===== src/rtl/cfg_seq_pkg.sv =====
package cfg_seq_pkg;

  // depth of the init synchroniser
  localparam int SYNC_DEPTH = 2;

  typedef enum logic [2:0] {
    SEQ_IDLE,
    SEQ_WAIT_UP1,
    SEQ_PULSE,
    SEQ_WAIT_UP2,
    SEQ_FINISH,
    SEQ_FAIL
  } seqState_e;

  // control -> datapath strobes
  typedef struct packed {
    logic pinRelease;
    logic pinAssert;
    logic clrSticky;
    logic cntClear;
  } seqStrobe_t;

  // datapath -> control status
  typedef struct packed {
    logic initHi;
    logic pollNow;
    logic lastPoll;
    logic timedOut;
  } seqStatus_t;

endpackage


===== src/rtl/cfg_seq_dp.sv =====
module cfg_seq_dp
  import cfg_seq_pkg::*;
#(
  parameter int POLL_GAP   = 500,
  parameter int POLL_LIMIT = 100,
  parameter int TIMEOUT    = 100000
) (
  input  logic       clk,
  input  logic       rstN,
  input  logic       initIn,
  input  logic       cfgDoneIn,
  input  seqStrobe_t strobe,
  output seqStatus_t status,
  output logic       progN,
  output logic       doneSticky
);

  localparam int GAP_W  = (POLL_GAP   > 1) ? $clog2(POLL_GAP)   : 1;
  localparam int POLL_W = (POLL_LIMIT > 1) ? $clog2(POLL_LIMIT) : 1;
  localparam int WAIT_W = (TIMEOUT    > 1) ? $clog2(TIMEOUT)    : 1;
  localparam logic [GAP_W-1:0]  GAP_LAST  = GAP_W'(POLL_GAP - 1);
  localparam logic [POLL_W-1:0] POLL_LAST = POLL_W'(POLL_LIMIT - 1);
  localparam logic [WAIT_W-1:0] WAIT_LAST = WAIT_W'(TIMEOUT - 1);

  // init synchroniser
  logic [SYNC_DEPTH-1:0] syncReg;
  logic initSync;

  always_ff @(posedge clk) begin
    if (!rstN) syncReg <= '0;
    else       syncReg <= {syncReg[SYNC_DEPTH-2:0], initIn};
  end
  assign initSync = syncReg[SYNC_DEPTH-1];

  // poll cadence and poll count
  logic [GAP_W-1:0]  gapCnt;
  logic [POLL_W-1:0] pollCnt;
  logic [WAIT_W-1:0] waitCnt;
  logic pollNow, lastPoll, timedOut;

  assign pollNow  = (gapCnt == GAP_LAST);
  assign lastPoll = (pollCnt == POLL_LAST);
  assign timedOut = (waitCnt == WAIT_LAST);

  always_ff @(posedge clk) begin
    if (!rstN || strobe.cntClear) gapCnt <= '0;
    else if (pollNow)             gapCnt <= '0;
    else                          gapCnt <= gapCnt + 1'b1;
  end

  always_ff @(posedge clk) begin
    if (!rstN || strobe.cntClear)  pollCnt <= '0;
    else if (pollNow && !lastPoll) pollCnt <= pollCnt + 1'b1;
  end

  // rise-wait timeout, saturating
  always_ff @(posedge clk) begin
    if (!rstN || strobe.cntClear) waitCnt <= '0;
    else if (!timedOut)           waitCnt <= waitCnt + 1'b1;
  end

  // program pin, released at reset
  always_ff @(posedge clk) begin
    if (!rstN)                  progN <= 1'b1;
    else if (strobe.pinAssert)  progN <= 1'b0;
    else if (strobe.pinRelease) progN <= 1'b1;
  end

  // sticky config-done: a done in the clearing cycle is kept
  always_ff @(posedge clk) begin
    if (!rstN) doneSticky <= 1'b0;
    else       doneSticky <= (doneSticky & ~strobe.clrSticky) | cfgDoneIn;
  end

  assign status = '{initHi: initSync, pollNow: pollNow,
                    lastPoll: lastPoll, timedOut: timedOut};

  // pin only falls after init was seen high
  assert_pin_fall_needs_init_R3: assert property (@(posedge clk) disable iff (!rstN)
    $fell(progN) |-> $past(initSync));

  // poll counter stays inside its limit
  assert_poll_bound_R7: assert property (@(posedge clk) disable iff (!rstN)
    pollCnt <= POLL_LAST);

  // sticky flag only drops on a clear strobe
  assert_sticky_hold_R10: assert property (@(posedge clk) disable iff (!rstN)
    doneSticky && !strobe.clrSticky |=> doneSticky);

endmodule


===== src/rtl/cfg_seq_ctrl.sv =====
module cfg_seq_ctrl
  import cfg_seq_pkg::*;
(
  input  logic       clk,
  input  logic       rstN,
  input  logic       start,
  input  seqStatus_t status,
  output seqStrobe_t strobe,
  output logic       busy,
  output logic       seqDone,
  output logic       seqErr
);

  seqState_e state, stateNext;

  always_ff @(posedge clk) begin
    if (!rstN) state <= SEQ_IDLE;
    else       state <= stateNext;
  end

  always_comb begin
    stateNext = state;
    strobe    = '0;
    unique case (state)
      SEQ_IDLE: begin
        if (start) begin
          stateNext         = SEQ_WAIT_UP1;
          strobe.pinRelease = 1'b1;
          strobe.clrSticky  = 1'b1;
          strobe.cntClear   = 1'b1;
        end
      end
      SEQ_WAIT_UP1: begin
        if (status.initHi) begin
          stateNext        = SEQ_PULSE;
          strobe.pinAssert = 1'b1;
          strobe.cntClear  = 1'b1;
        end else if (status.timedOut) begin
          stateNext         = SEQ_FAIL;
          strobe.pinRelease = 1'b1;
        end
      end
      SEQ_PULSE: begin
        if (status.pollNow) begin
          if (!status.initHi) begin
            stateNext         = SEQ_WAIT_UP2;
            strobe.pinRelease = 1'b1;
            strobe.clrSticky  = 1'b1;
            strobe.cntClear   = 1'b1;
          end else if (status.lastPoll) begin
            stateNext         = SEQ_FAIL;
            strobe.pinRelease = 1'b1;
          end
        end
      end
      SEQ_WAIT_UP2: begin
        if (status.initHi) begin
          stateNext        = SEQ_FINISH;
          strobe.clrSticky = 1'b1;
        end else if (status.timedOut) begin
          stateNext         = SEQ_FAIL;
          strobe.pinRelease = 1'b1;
        end
      end
      SEQ_FINISH: stateNext = SEQ_IDLE;
      SEQ_FAIL:   stateNext = SEQ_IDLE;
      default:    stateNext = SEQ_IDLE;
    endcase
  end

  assign busy    = (state != SEQ_IDLE);
  assign seqDone = (state == SEQ_FINISH);
  assign seqErr  = (state == SEQ_FAIL);

  assert_start_accept_R2: assert property (@(posedge clk) disable iff (!rstN)
    start && !busy |=> busy);

  assert_done_pulse_R11: assert property (@(posedge clk) disable iff (!rstN)
    seqDone |=> !seqDone && !busy);

  assert_err_pulse_R11: assert property (@(posedge clk) disable iff (!rstN)
    seqErr |=> !seqErr && !busy);

  assert_busy_holds_R12: assert property (@(posedge clk) disable iff (!rstN)
    busy && !seqDone && !seqErr |=> busy);

endmodule


===== src/rtl/cfg_reset_seq.sv =====
module cfg_reset_seq
  import cfg_seq_pkg::*;
#(
  parameter int POLL_GAP   = 500,
  parameter int POLL_LIMIT = 100,
  parameter int TIMEOUT    = 100000
) (
  input  logic clk,
  input  logic rstN,
  input  logic start,
  input  logic initIn,
  input  logic cfgDoneIn,
  output logic progN,
  output logic busy,
  output logic seqDone,
  output logic seqErr,
  output logic doneSticky
);

  seqStrobe_t strobe;
  seqStatus_t status;

  cfg_seq_ctrl u_ctrl (
    .clk     (clk),
    .rstN    (rstN),
    .start   (start),
    .status  (status),
    .strobe  (strobe),
    .busy    (busy),
    .seqDone (seqDone),
    .seqErr  (seqErr)
  );

  cfg_seq_dp #(
    .POLL_GAP   (POLL_GAP),
    .POLL_LIMIT (POLL_LIMIT),
    .TIMEOUT    (TIMEOUT)
  ) u_dp (
    .clk        (clk),
    .rstN       (rstN),
    .initIn     (initIn),
    .cfgDoneIn  (cfgDoneIn),
    .strobe     (strobe),
    .status     (status),
    .progN      (progN),
    .doneSticky (doneSticky)
  );

endmodule


===== config.mk =====
export PLATFORM = sky130hd
export DESIGN_NAME = cfg_reset_seq
export DESIGN_NICKNAME = d
export VERILOG_FILES = /design/src/rtl/cfg_seq_pkg.sv /design/src/rtl/cfg_seq_dp.sv /design/src/rtl/cfg_seq_ctrl.sv /design/src/rtl/cfg_reset_seq.sv
export SDC_FILE = /design/constraint.sdc
export NUM_CORES = 1
export LEC_CHECK = 0
export BUFFER_PORTS_ARGS = -buffer_cell sky130_fd_sc_hd__buf_4
export CORE_MARGIN = 2
export CORE_UTILIZATION = 35
export DETAILED_ROUTE_END_ITERATION = 16
export GPL_TIMING_DRIVEN = 0
export HOLD_SLACK_MARGIN = 0.06
export PLACE_DENSITY = 0.6
export RECOVER_POWER = 100
export SYNTH_ARGS = -nofsm -noshare
export SYNTH_HDL_FRONTEND = slang
export SYNTH_SLANG_ARGS = --single-unit

===== constraint.sdc =====
create_clock -name clk -period 3.4 [get_ports clk]
set_input_delay 0.17 -clock clk [delete_from_list [all_inputs] [get_ports clk]]
set_output_delay 0.17 -clock clk [all_outputs]
set_load 0.005 [all_outputs]

; ---- Word level (Yosys, flattened, before mapping)
; Index checks and enable logic that the tools add are counted.
[op_classes]
add_sub_neg = 3
eq_ne = 11
muxes = 24
bitwise = 3
reduce_logical = 10
[ops]
columns = operator, n
row1 = 3-bit 2-to-1 mux, 7
row2 = 17-bit by 1-bit adder with 17-bit output (second input constant), 1
row3 = 17-bit == test (second input constant), 1
row4 = 3-bit case mux with 4 select lines, 1
row5 = 1-bit 2-to-1 mux, 10
row6 = 9-bit by 1-bit adder with 9-bit output (second input constant), 1
row7 = 9-bit == test (second input constant), 1
row8 = 1-bit case mux with 3 select lines, 3
row9 = 7-bit by 1-bit adder with 7-bit output (second input constant), 1
row10 = 7-bit == test (second input constant), 1
row11 = 3-bit by 2-bit == test with 1-bit output (second input constant), 2
row12 = 3-bit == test (second input constant), 2
row13 = 2-bit 2-to-1 mux, 3
row14 = 2-bit OR reduction, 2
row15 = 3-bit by 1-bit == test with 1-bit output (second input constant), 1
row16 = 3-bit logical NOT, 1
row17 = 3-bit inequality test (second input constant), 1
row18 = 3-bit AND reduction, 1
row19 = 3-bit nonzero test, 1
row20 = 1-bit logical NOT, 2
row21 = 2-bit by 1-bit inequality test with 1-bit output (second input constant), 1
row22 = 2-bit inequality test (second input constant), 1
row23 = 2-bit nonzero test, 1
row24 = 1-bit AND, 1
row25 = 4 further kinds, 4
[word_totals]
ff_bits = 40
input_bits = 5
word_cells = 58

; ---- Longest topological paths before layout
[logic_depth]
ltp_word = 7
mapped_depth = 6

; ---- Cells and area by module
; Synthesis repeated with hierarchy kept, for this count alone.
[unflattened]
cells_unflattened = 226
area_unflattened_um2 = 1951.9
[by_module_without_submodules]
columns = module, n_inst, cells_each, area_per_inst_um2, seq_area_each_um2
row1 = cfg_seq_dp, 1, 193, 1679.1, 740.7
row2 = cfg_seq_ctrl, 1, 33, 272.8, 60.1

; ---- Worst setup path before layout
; No wires, ideal clock.
[synth_timing]
path_kind = reg2reg
from = register u_dp.gapCnt[0]
to = register u_dp.pollCnt[3]
setup_ps = 66
t_arrival_ps = 1701
required_time_ps = 3334
slack_ps = 1633
path_stages_with_launch = 7
path_buffers = 1
period_less_slack_ps = 1767
path_cell_list = dfxtp_1 ha_1 nand4bb_4 or2_1 buf_6 or4_4 a21oi_2
[synth_via]
elab_chain_cells = 4
elab_cells_between_ends = 5
cone_classes = eq/ne: 1 / mux: 2 / reduce/logical: 2
[synth_rtl]
columns = item, line
row1 = "start, declared", cfg_seq_dp.sv:36  ; logic [GAP_W-1:0] gapCnt;
row2 = "start signal, assigned", cfg_seq_dp.sv:48  ; else gapCnt <= gapCnt + 1'b1;
row3 = 9-bit == test *, cfg_seq_dp.sv:41  ; assign pollNow = (gapCnt == GAP_LAST);
row4 = 2-bit 2-to-1 mux, cfg_seq_ctrl.sv:44  ; if (status.pollNow) begin
row5 = 1-bit case mux with 3 select lines, cfg_seq_ctrl.sv:24  ; unique case (state)
row6 = 1-bit logical OR, cfg_seq_dp.sv:52  ; if (!rstN || strobe.cntClear) pollCnt <= '0;
row7 = "end signal, assigned", cfg_seq_dp.sv:53  ; else if (pollNow && !lastPoll) pollCnt <= pollCnt + 1'b1;
row8 = "end, declared", cfg_seq_dp.sv:37  ; logic [POLL_W-1:0] pollCnt;
; Mark *: on every way between the ends. The rest lies on a longest branch, timed or not.
; A chain may end at the register's enable or synchronous reset.

; ---- Worst setup path after layout
[layout_timing]
from = register u_dp.gapCnt[0]
to = register u_dp.pollCnt[6]
; Same word-level chain as after synthesis.

==> results.ini <==
[status]
status=finished, final reports clean

[timing]
skew_ns=0.00852
max_freq_mhz=433
final_max_slew_viol_count=0
layout_min_cycle_time_ns=2.31
hold_viol_final=0
maxSlewHeadroom=0.378
rsz0062_at_grt=false
setup_tns_ns=0
worst_pin_slew_ns=0.925
period_share=0.679
fin_ws_ns=1.09
setup_viol_count_final=0

[floorplanning]
fp.dieH_microns=78.3
die_x_microns=78.3
coreArea_sq_um=5410
start_util=0.358
dieArea_sq_um=6140
rows=27
ios=10

[clocking]
clock_tree.root_cell=clkbuf_8
cts_sinks=40
clk_pin_slew_worst_paths_ns=0.08
cts_buffers=5
htreeDepth=2
cts_setup_buffers=0
cts_hold_buf=0
cts_resized=0
clk_latency_ns=0.29
cts_tree=built
clockBufferDepth=2

[finish]
regArea_sq_um=801
fill_cells=579
area.growth.synth_to_final_pct=10.6
final_nets=237
postLayoutCellArea_sq_um=2140
layout-drive-gt1-share=0.0870
multi_input_area_sq_um=1010
n_antenna_cell=0

[route]
drtIter0Drc=56
antenna_left=0
routedWlPerCell_microns=11.3
drc_errors=0
vias_per_cell=4.94
vias=1492
finalWirelength_microns=3400
dr.pass1.iters=4

[job]
cap_viol_max_count=0

[worst_setup_path]
worstPathCellList=ha_1 -> nand4bb_1 -> or4_1 -> nand2_1 -> clkbuf_1 -> nor2_1
criticalPathCategory=reg2reg
cp-end-kind=register
slowest_delay_ns=0.57
crit_buf_inv=1
r2r_slack_ns=1.09
crit_fanout=10
worstPathArrival_ns=2.46
cp_slowest_cell=or4_1
crit_family=simple AND/OR/NAND/NOR gates
required_ns=3.56
cp-start-kind=register

[logic_synthesis]
ys_top_cells_by_count=dfxtp_1 (40), nor2_1 (28), xnor2_1 (16)
synth-async-reset-ratio=0
ys_seq_area_frac=0.414
synth-main-ff-cell=dfxtp_1
synth_top_area_frac=0.414
synth.most_common_cell=dfxtp_1
synth_top_area_cell=dfxtp_1
syn_inst=213
synth_area_per_cell_sq_um=9.08
synth-warning-count=0
synth_seq_cells=40
netlist_top_cells_area=dfxtp_1 (41%), xnor2_1 (7.2%), nor2_1 (5.4%), nor4_1 (2.6%), nand3_1 (2.3%)
synth_cell_types=51
synth-edff-count=0
synth_fp_nets=221
syn_area_sq_um=1930

[global_routing]
grt_util_met3=0.0310
grt_pass1_vias=1441
overflow=0
gr-max-usage-layer=met2
grt_antenna_before_repair=0
grt_pass1_wl_microns=6090
groute.usage.overall=0.121
grt_util_met1=0.162
gr-usage-met2=0.195
grt_max_degree=14

[placement]
io_buffers=9
dp_hpwl_microns=2480
place.gp.congestion=0.764
pre_cts_ws_ns=1.45
placed_area_sq_um=2090

[power]
power.density_nw_per_um2=502
power.leakage_uw=0.000675
vdd_drop_max_uv=282

[min_path]
hold_path_class=in2reg

==> cell families (layout without fill, tap and decap cells) <==
family                     after synthesis  count (layout)  synth area share
xor gates and xnor gates                21              21            0.0951
AOI/OAI and AO/OA                       30              30            0.0990
adders and majority gates                3               3            0.0194
muxes                                    3               3            0.0155
buffers and inverters                   13              30            0.0395
DFF                                     40              40             0.414
and+or+nand+nor                        103             103             0.318
==> per-stage QoR <==
stage	total power, uW	hold WS, ns	utilization	cells
5_1_grt	1130	0.0811	0.396	302
6_report	1070	0.0887	0.396	302
2_1_floorplan	644	0.283	-	213
3_3_place_gp	695	0.378	0.387	294
3_5_place_dp	695	0.383	0.387	294
4_1_cts	1110	0.0784	0.409	302
==> registers in the layout (all words and copies together), names as in the netlist <==
name,cells
u_dp.pollCnt,7
u_dp.progN,1
u_dp.doneSticky,1
u_ctrl.state,3
u_dp.gapCnt,9
u_dp.syncReg,2
u_dp.waitCnt,17
==> cell usage in the layout (no fill, tap or decap), drive strengths merged, types with 2 or more instances in the layout <==
cell type,n
dfxtp,40
nor2,28
nand2,13
buf,6
nand4,5
a31oi,2
a211oi,2
ha,3
a21oi,9
o21ai,8
xnor2,16
nor2b,2
nand3,9
or3,5
xor2,5
nand4bb,3
or4,4
nand3b,2
nand2b,4
inv,6
nor3b,2
or2,2
clkbuf,16
nor4,10
and2,3
mux2i,3
nor3,7
==> metal layers <==
layer  wire length, microns  share of wire
met5                      0              0
met4                     11         0.0032
met3                     94          0.028
met2                   1570           0.46
met1                   1730           0.51
==> layout make-up <==
| class | instances | area share |
|---|---|---|
| multi-input cells | 160 | 0.474 |
| plain buffers | 7 | 0.0146 |
| repair buffers | 9 | 0.0281 |
| clock buffers | 6 | 0.0386 |
| inverters | 6 | 0.0105 |
| well taps | 72 | 0.0421 |
| clock inverters | 2 | 0.0181 |
| flip-flops and latches | 40 | 0.374 |
==> report_power, final <==
group          total [uW]  internal, uW  switching [uW]
combinational         161          63.3            97.8
sequential            508           493            14.8
clock                 406           240             166
total                1070           796             278
==> worst paths after layout <==
| path | start | cells past startpoint | to |
|---|---|---|---|
| worst min register to register | u_dp.syncReg[0] | 1 | u_dp.syncReg[1] |
| worst max-delay path | u_dp.gapCnt[0] | 6 | u_dp.pollCnt[6] |
| worst min-delay path | cfgDoneIn | 2 | u_dp.doneSticky |
| worst max register to register | u_dp.gapCnt[0] | 6 | u_dp.pollCnt[6] |
No activity file was read; power rests on OpenSTA's default activity.
